$ cat src/rtl/tage_pkg.sv
package tage_pkg;

  // history length used by tagged table n (n >= 1)
  function automatic int hist_len(input int n);
    return 1 << n;
  endfunction

  // saturating 2-bit step toward up/down
  function automatic logic [1:0] ctr_step(input logic [1:0] c, input logic up);
    if (up) return (c == 2'b11) ? c : c + 2'b01;
    else    return (c == 2'b00) ? c : c - 2'b01;
  endfunction

endpackage

$ cat src/rtl/tage_hash.sv
module tage_hash #(
  parameter int PC_W  = 10,
  parameter int HLEN  = 2,
  parameter int IDX_W = 4,
  parameter int TAG_W = 6
) (
  input  logic [PC_W-1:0]  pc,
  input  logic [HLEN-1:0]  hist,
  output logic [IDX_W-1:0] idx,
  output logic [TAG_W-1:0] tag
);
  // fold the history slice onto index and tag widths, then mix in the PC
  always_comb begin
    idx = pc[IDX_W-1:0];
    tag = pc[IDX_W+TAG_W-1:IDX_W];
    for (int k = 0; k < HLEN; k++) begin
      idx[k % IDX_W] ^= hist[k];
      tag[k % TAG_W] ^= hist[k];
    end
  end
endmodule

$ cat src/rtl/tage_base.sv
module tage_base import tage_pkg::*; #(
  parameter  int IDX_W = 5,
  localparam int DEPTH = 1 << IDX_W
) (
  input  logic             clk,
  input  logic             rst,
  input  logic [IDX_W-1:0] rd_idx,
  output logic             rd_pred,
  input  logic             we,
  input  logic [IDX_W-1:0] wr_idx,
  input  logic             wr_taken
);
  logic [1:0] ctr [DEPTH];

  assign rd_pred = ctr[rd_idx][1];

  always_ff @(posedge clk) begin
    if (rst) begin
      for (int i = 0; i < DEPTH; i++) ctr[i] <= 2'b01;
    end else if (we) begin
      ctr[wr_idx] <= ctr_step(ctr[wr_idx], wr_taken);
    end
  end


  base_sat_chk: assert property (@(posedge clk) disable iff (rst)
    (we && wr_taken && ctr[wr_idx] == 2'b11) |=> ctr[$past(wr_idx)] == 2'b11);
endmodule

$ cat src/rtl/tage_bank.sv
module tage_bank #(
  parameter  int IDX_W = 4,
  parameter  int TAG_W = 6,
  localparam int DEPTH = 1 << IDX_W
) (
  input  logic             clk,
  input  logic             rst,
  input  logic [IDX_W-1:0] rd_idx,
  input  logic [TAG_W-1:0] rd_tag,
  output logic             rd_hit,
  output logic             rd_pred,
  input  logic [IDX_W-1:0] up_idx,
  input  logic [TAG_W-1:0] up_tag,
  output logic [1:0]       up_ctr,
  output logic [1:0]       up_u,
  input  logic             we_ctr,
  input  logic [1:0]       ctr_in,
  input  logic             we_u,
  input  logic [1:0]       u_in,
  input  logic             alloc
);
  logic [TAG_W-1:0] tag_mem [DEPTH];
  logic [1:0]       ctr_mem [DEPTH];
  logic [1:0]       u_mem   [DEPTH];
  logic [DEPTH-1:0] vld;

  assign rd_hit  = vld[rd_idx] && (tag_mem[rd_idx] == rd_tag);
  assign rd_pred = ctr_mem[rd_idx][1];
  assign up_ctr  = ctr_mem[up_idx];
  assign up_u    = vld[up_idx] ? u_mem[up_idx] : 2'b00;

  // data arrays carry no reset
  always_ff @(posedge clk) begin
    if (we_ctr) ctr_mem[up_idx] <= ctr_in;
    if (we_u)   u_mem[up_idx]   <= u_in;
    if (alloc)  tag_mem[up_idx] <= up_tag;
  end

  always_ff @(posedge clk) begin
    if (rst)        vld <= '0;
    else if (alloc) vld[up_idx] <= 1'b1;
  end


  alloc_free_chk: assert property (@(posedge clk) disable iff (rst)
    alloc |-> up_u == 2'b00);

  valid_sticky_chk: assert property (@(posedge clk) disable iff (rst)
    1'b1 |=> (vld & $past(vld)) == $past(vld));
endmodule

$ cat src/rtl/tage_predictor.sv
module tage_predictor import tage_pkg::*; #(
  parameter  int PC_W       = 10,
  parameter  int BASE_IDX_W = 5,
  parameter  int IDX_W      = 4,
  parameter  int TAG_W      = 6,
  parameter  int NUM_TAGGED = 6,
  localparam int PROV_W     = $clog2(NUM_TAGGED + 1),
  localparam int GHR_W      = 1 << NUM_TAGGED
) (
  input  logic              clk,
  input  logic              rst,
  input  logic              lk_valid,
  input  logic [PC_W-1:0]   lk_pc,
  output logic              rsp_valid,
  output logic              rsp_taken,
  output logic [PROV_W-1:0] rsp_provider,
  output logic              rsp_alt_taken,
  input  logic              up_valid,
  input  logic [PC_W-1:0]   up_pc,
  input  logic              up_taken,
  input  logic [PROV_W-1:0] up_provider,
  input  logic              up_pred,
  input  logic              up_alt
);
  logic [GHR_W-1:0]      ghr;
  logic [NUM_TAGGED-1:0] lk_hit, lk_pred, cand, alloc, decay;
  logic [1:0]            ub_ctr [NUM_TAGGED];
  logic [1:0]            ub_u   [NUM_TAGGED];
  logic                  base_pred, mispred;
  logic                  sel_pred, sel_alt;
  logic [PROV_W-1:0]     sel_prov;

  assign mispred = up_valid && (up_pred != up_taken);
  // lowest-numbered free candidate wins
  assign alloc   = cand & (~cand + NUM_TAGGED'(1));

  tage_base #(.IDX_W(BASE_IDX_W)) u_base (
    .clk(clk), .rst(rst),
    .rd_idx(lk_pc[BASE_IDX_W-1:0]), .rd_pred(base_pred),
    .we(up_valid && up_provider == '0),
    .wr_idx(up_pc[BASE_IDX_W-1:0]), .wr_taken(up_taken)
  );

  for (genvar t = 0; t < NUM_TAGGED; t++) begin : g_tab
    localparam int TNUM = t + 1;
    localparam int HL   = hist_len(TNUM);
    logic [IDX_W-1:0] li, ui;
    logic [TAG_W-1:0] lt, ut;
    logic             is_prov, we_c, we_u;
    logic [1:0]       c_in, u_in;

    tage_hash #(.PC_W(PC_W), .HLEN(HL), .IDX_W(IDX_W), .TAG_W(TAG_W)) u_lk_hash (
      .pc(lk_pc), .hist(ghr[HL-1:0]), .idx(li), .tag(lt));
    tage_hash #(.PC_W(PC_W), .HLEN(HL), .IDX_W(IDX_W), .TAG_W(TAG_W)) u_up_hash (
      .pc(up_pc), .hist(ghr[HL-1:0]), .idx(ui), .tag(ut));

    tage_bank #(.IDX_W(IDX_W), .TAG_W(TAG_W)) u_bank (
      .clk(clk), .rst(rst),
      .rd_idx(li), .rd_tag(lt), .rd_hit(lk_hit[t]), .rd_pred(lk_pred[t]),
      .up_idx(ui), .up_tag(ut), .up_ctr(ub_ctr[t]), .up_u(ub_u[t]),
      .we_ctr(we_c), .ctr_in(c_in), .we_u(we_u), .u_in(u_in), .alloc(alloc[t])
    );

    assign cand[t]  = mispred && (TNUM > int'(up_provider)) && (ub_u[t] == 2'b00);
    assign decay[t] = mispred && (TNUM > int'(up_provider)) && (cand == '0);

    always_comb begin
      is_prov = up_valid && (int'(up_provider) == TNUM);
      we_c    = is_prov || alloc[t];
      c_in    = alloc[t] ? (up_taken ? 2'b10 : 2'b01) : ctr_step(ub_ctr[t], up_taken);
      we_u    = (is_prov && (up_pred != up_alt)) || alloc[t] || decay[t];
      u_in    = alloc[t] ? 2'b00 :
                decay[t] ? ctr_step(ub_u[t], 1'b0) :
                           ctr_step(ub_u[t], up_pred == up_taken);
    end
  end

  // longest hit provides, the previous holder becomes the alternate
  always_comb begin
    sel_pred = base_pred;
    sel_alt  = base_pred;
    sel_prov = '0;
    for (int t = 0; t < NUM_TAGGED; t++) begin
      if (lk_hit[t]) begin
        sel_alt  = sel_pred;
        sel_pred = lk_pred[t];
        sel_prov = PROV_W'(t + 1);
      end
    end
  end

  always_ff @(posedge clk) begin
    if (rst) begin
      rsp_valid     <= 1'b0;
      rsp_taken     <= 1'b0;
      rsp_provider  <= '0;
      rsp_alt_taken <= 1'b0;
    end else begin
      rsp_valid <= lk_valid;
      if (lk_valid) begin
        rsp_taken     <= sel_pred;
        rsp_provider  <= sel_prov;
        rsp_alt_taken <= sel_alt;
      end
    end
  end

  always_ff @(posedge clk) begin
    if (rst)           ghr <= '0;
    else if (up_valid) ghr <= {ghr[GHR_W-2:0], up_taken};
  end


  provider_range_chk: assert property (@(posedge clk) disable iff (rst)
    rsp_valid |-> int'(rsp_provider) <= NUM_TAGGED);

  base_alt_chk: assert property (@(posedge clk) disable iff (rst)
    (rsp_valid && rsp_provider == '0) |-> rsp_taken == rsp_alt_taken);

  single_alloc_chk: assert property (@(posedge clk) disable iff (rst)
    $onehot0(alloc));

  decay_excl_chk: assert property (@(posedge clk) disable iff (rst)
    (decay != '0) |-> (alloc == '0));

  hist_hold_chk: assert property (@(posedge clk) disable iff (rst)
    !up_valid |=> $stable(ghr));
endmodule

$ cat config.mk
export PLATFORM = sky130hd
export DESIGN_NAME = tage_predictor
export DESIGN_NICKNAME = d
export VERILOG_FILES = /design/src/rtl/tage_pkg.sv /design/src/rtl/tage_hash.sv /design/src/rtl/tage_base.sv /design/src/rtl/tage_bank.sv /design/src/rtl/tage_predictor.sv
export SDC_FILE = /design/constraint.sdc
export NUM_CORES = 2
export LEC_CHECK = 0
export BUFFER_PORTS_ARGS = -buffer_cell sky130_fd_sc_hd__buf_4
export CAP_MARGIN = 20
export CORE_MARGIN = 1.5
export CORE_UTILIZATION = 60
export DETAILED_ROUTE_END_ITERATION = 7
export PLACE_DENSITY = 0.87
export SYNTH_ARGS = -nofsm -noshare
export SYNTH_HDL_FRONTEND = slang
export SYNTH_HIERARCHICAL = 1
export SYNTH_SLANG_ARGS = --single-unit
$ cat constraint.sdc
create_clock -name clk -period 5.85 [get_ports clk]
set_input_delay 0.585 -clock clk [delete_from_list [all_inputs] [get_ports clk]]
set_output_delay 0.585 -clock clk [all_outputs]
set_load 0.005 [all_outputs]
==> impl_metrics.csv <==
group,metric,value,unit
timing,fin_tns_setup,0,ns
timing,slew_violations,0,
grt,grt_first_pass_wirelength,201800,um
critical_path,r2r_slack,0.37,ns
clock_network,cts_max_path_buffers,3,
layout,drive_gt1_frac,0.2065,
critical_path,worstPathCellList,"xnor3_1, xnor2_2, xnor3_1, buf_12, mux4_2, mux4_2, and2_1, nor2_1, nand4_1, buf_4, nand3_1, or3_1, o21ai_0, nand2_1, nor2_1",
yosys,synth.top_cells.by_area,"edfxtp_1, mux4_2, dfxtp_1, mux2i_1, nor2_1",
clock_network,clk_latency,0.73,ns
pwr,sw_frac_of_total,0.2312,
yosys,synth-simple-area-share,0.07910,
grt,grt_pass1_vias,32780,
detailed_routing,wl_per_cell,28.16,um
timing,tightest_slew,1.125,ns
critical_path,critPathLaunch,"ghr[9]",
placed_design,port_buffers,35,
grt,antenna_found_initial,2,
critical_path,worst-path-buf-inv,2,
placed_design,place_congestion,0.8992,
critical_path,cp_max_fo,26,
clock_network,hold_buffers,0,
pwr,combinationalPowerShare,0.095,
yosys,synth_cell_types,69,
clock_network,htreeDepth,3,
timing,fin_crit,5.480,ns
pwr,powerDensity,306.5,nW/um^2
layout,area_growth,11.03,%
yosys,yosys_warnings,6,
timing,post-route-period-util,0.9368,
yosys,synth-seq-cells,1190,
detailed_routing,dr_total_vias,32340,
critical_path,cp.depth,15,
pwr,power_frac_seq,0.498,
pwr,p_int,0.01444,W
yosys,ys.flop_type,"edfxtp_1",
pwr,max-vdd-ir-drop,0.2950,mV
die,die-height,306.3,um
critical_path,critPathKind,"reg2reg",
yosys,yosysSeqAreaShare,0.6174,
timing,max_freq,182.5,MHz
critical_path,endpoint_kind,"flop",
grt,track_usage,0.2888,
job,max-cap-violations,0,
yosys,synthMuxAreaShare,0.1818,
timing,rsz0062_at_grt,"no",
timing,timing.slew.headroom,0.2471,
grt,grt_overflow,0,
die,start_util,0.6039,
timing,setup_viol,0,
layout,fin_util,0.6705,
critical_path,critical_path.top_delay_family,"simple AND/OR/NAND/NOR gates",
die,io_pins,36,
die,rows,111,
detailed_routing,drtPass1Iterations,8,
clock_network,clk_root_buffer_cell,"clkbuf_16",
die,dieArea,93810,sq um
yosys,syn_area,55190,sq um
critical_path,endpoint,"g_tab[1].u_bank/u_mem[10][0]",
critical_path,reg2reg_from,"ghr[9]",
yosys,async_flop_share,0,
status,status,"finished clean",
die,coreArea,91390,sq um
critical_path,timing.rr.end,"g_tab[1].u_bank/u_mem[10][0]",
critical_path,start_kind,"flop",
timing,final_hold_viol_count,0,
yosys,synth_edf_count,1024,
critical_path,r2r_cells,15,
yosys,synthAdderAreaFrac,0.001315,
yosys,syn_avg_cell_area,16.00,sq um
clock_network,cts_tree,"built",
critical_path,cp_slowest_stage_delay,0.62,ns
detailed_routing,drt-initial-drc-count,4271,
pwr,switchingPower,0.004344,W
hold_path,hold_path.class,"in2reg",
pwr,p_leak,21.43,nW
yosys,synth_top_cell_by_area,"edfxtp_1",
yosys,synth_nets,3480,
layout,fin_nets,3567,
placed_design,place.detailed.hpwl,86590,um
timing,finalClockSkew,0.04808,ns
yosys,synth_top_family_by_area,"multiplexers",
yosys,synth-xor-area-share,0.08515,
grt,grt_start_max_net_pins,90,
clock_network,cts_buffers,113,
detailed_routing,routed_wl,135800,um
yosys,syn_inst,3450,
pwr,clockPowerShare,0.407,
clock_network,clkSinkCount,1190,
yosys,synth_top_area_frac,0.5572,
clock_network,clk_pin_slew,0.07,ns
yosys,synth-compound-area-share,0.01283,
die,die_w,306.3,um
detailed_routing,via_per_inst,6.703,
critical_path,arrival,5.85,ns
critical_path,slowest_stage,"o21ai_0",
detailed_routing,drc,0,
detailed_routing,ant_nets,0,
critical_path,required,6.22,ns
[metrics by stage]
stage / area [sq um] / setup slack [ns] / power [W] / hold slack [ns] / instances
6_report: 61280 / 0.3697 / 0.01878 / 0.1232 / 4824
5_1_grt: 61280 / 0.2969 / 0.01922 / 0.1233 / 4823
4_1_cts: 61120 / 0.2785 / 0.01880 / 0.09542 / 4805
3_5_place_dp: 57180 / 0.2362 / 0.01126 / 0.4779 / 4590
3_3_place_gp: 57150 / 0.5118 / 0.01120 / 0.4662 / 4586
2_1_floorplan: 55190 / 0.8833 / 0.01076 / 0.4519 / 3450
[cells in the final DEF (no fill, tap or decap), types with 21 or more instances in the layout]
cell          n
xnor2_1     121
nor2b_1      21
edfxtp_1   1024
xnor3_1      81
dfxtp_1     164
nand2b_1     42
xor3_1       26
mux2i_1     234
mux4_2      298
nand3_1      68
xor2_1       77
o21ai_0      46
mux4_1       36
clkbuf_1     29
buf_4       198
nor2_1      603
clkbuf_16   114
nand2_1     124
[metal layers]
metal	wire (um)	global-route usage	up-vias
li1	-	-	13300
met1	46440	0.3606	16350
met5	22	0	-
met3	15410	0.06974	471
met4	6964	0.1369	4
met2	67000	0.4788	2212
[synth_stat cells (all sizes together), types with 6 or more instances]
master  count
mux2i     234
clkbuf    102
or2        14
xnor3      84
dfxtp     166
nand2     124
nand3b     15
a21oi      14
inv        17
xnor2     130
nor3       20
nand2b     42
o22ai      11
xor2       93
nor3b       6
nor2b      21
o41ai       6
nor4        7
xor3       32
nand4      16
nand4b      6
nor4b       7
and2       13
edfxtp   1024
maj3        7
nand3      70
o21ai      46
mux4      334
nor2      603
buf       130
[worst register-to-register path, stage by stage, from the launching register on]
cell and delay (ns):
dfxtp_1 0.58, xnor3_1 0.52, xnor2_2 0.20, xnor3_1 0.50, buf_12 0.20, mux4_2 0.35, mux4_2 0.25, and2_1 0.19
nor2_1 0.11, nand4_1 0.13, buf_4 0.22, nand3_1 0.18, or3_1 0.42, o21ai_0 0.62, nand2_1 0.32, nor2_1 0.36
[power groups by stage]
stage	Sequential [W]	Clock, W	Combinational (W)
3_5_place_dp	0.00954	0	0.00172
2_1_floorplan	0.00954	0	0.00122
5_1_grt	0.00936	0.00800	0.00187
3_3_place_gp	0.00954	0	0.00166
4_1_cts	0.00936	0.00770	0.00174
6_report	0.00936	0.00764	0.00179
[flip-flops by register name, summed over array words and instances (netlist names), 3 cells and up]
name / flops
g_tab.u_bank/ctr_mem: 192
g_tab.u_bank/tag_mem: 576
g_tab.u_bank/u_mem: 192
g_tab.u_bank/vld: 96
ghr: 64
rsp_provider: 3
u_base/ctr: 64
[worst min path at each step]
stage                       startpoint                      end  depth (start not counted)  slack, ns
3_5_place_dp   g_tab[5].u_bank/vld[14]  g_tab[5].u_bank/vld[14]                          2       0.48
3_3_place_gp    g_tab[1].u_bank/vld[3]   g_tab[1].u_bank/vld[3]                          2       0.47
2_1_floorplan  g_tab[0].u_bank/vld[14]  g_tab[0].u_bank/vld[14]                          2       0.45
4_1_cts                       lk_valid                rsp_taken                          2        0.1
5_1_grt                       lk_valid          rsp_provider[2]                          2       0.12
6_report                      lk_valid                rsp_taken                          2       0.12
[cell families after synthesis]
| logic type | Yosys count |
|---|---|
| XOR/XNOR | 339 |
| adder cells (fa/ha/maj) | 7 |
| AO/OA/AOI/OAI | 112 |
| multiplexers | 571 |
| flip-flops | 1190 |
| buffers and inverters | 249 |
| AND/OR/NAND/NOR | 982 |
[final cells by class]
| class | count | area [sq um] |
|---|---|---|
| antenna | 1 | 2.502 |
| clock buffer | 157 | 3154 |
| clock inverter | 58 | 780.7 |
| fill | 5508 | 30110 |
| inverter | 17 | 63.81 |
| multi-input combinational | 2011 | 20140 |
| sequential | 1190 | 34080 |
| tap | 1186 | 1484 |
| timing repair buffer | 204 | 1578 |
[timing repair]
action / in CTS / in global routing
gates resized for setup: 0 / 1
setup endpoints to repair: 0 / 16
buffers inserted: 0 / 0
(Power assumes the default switching activity.)
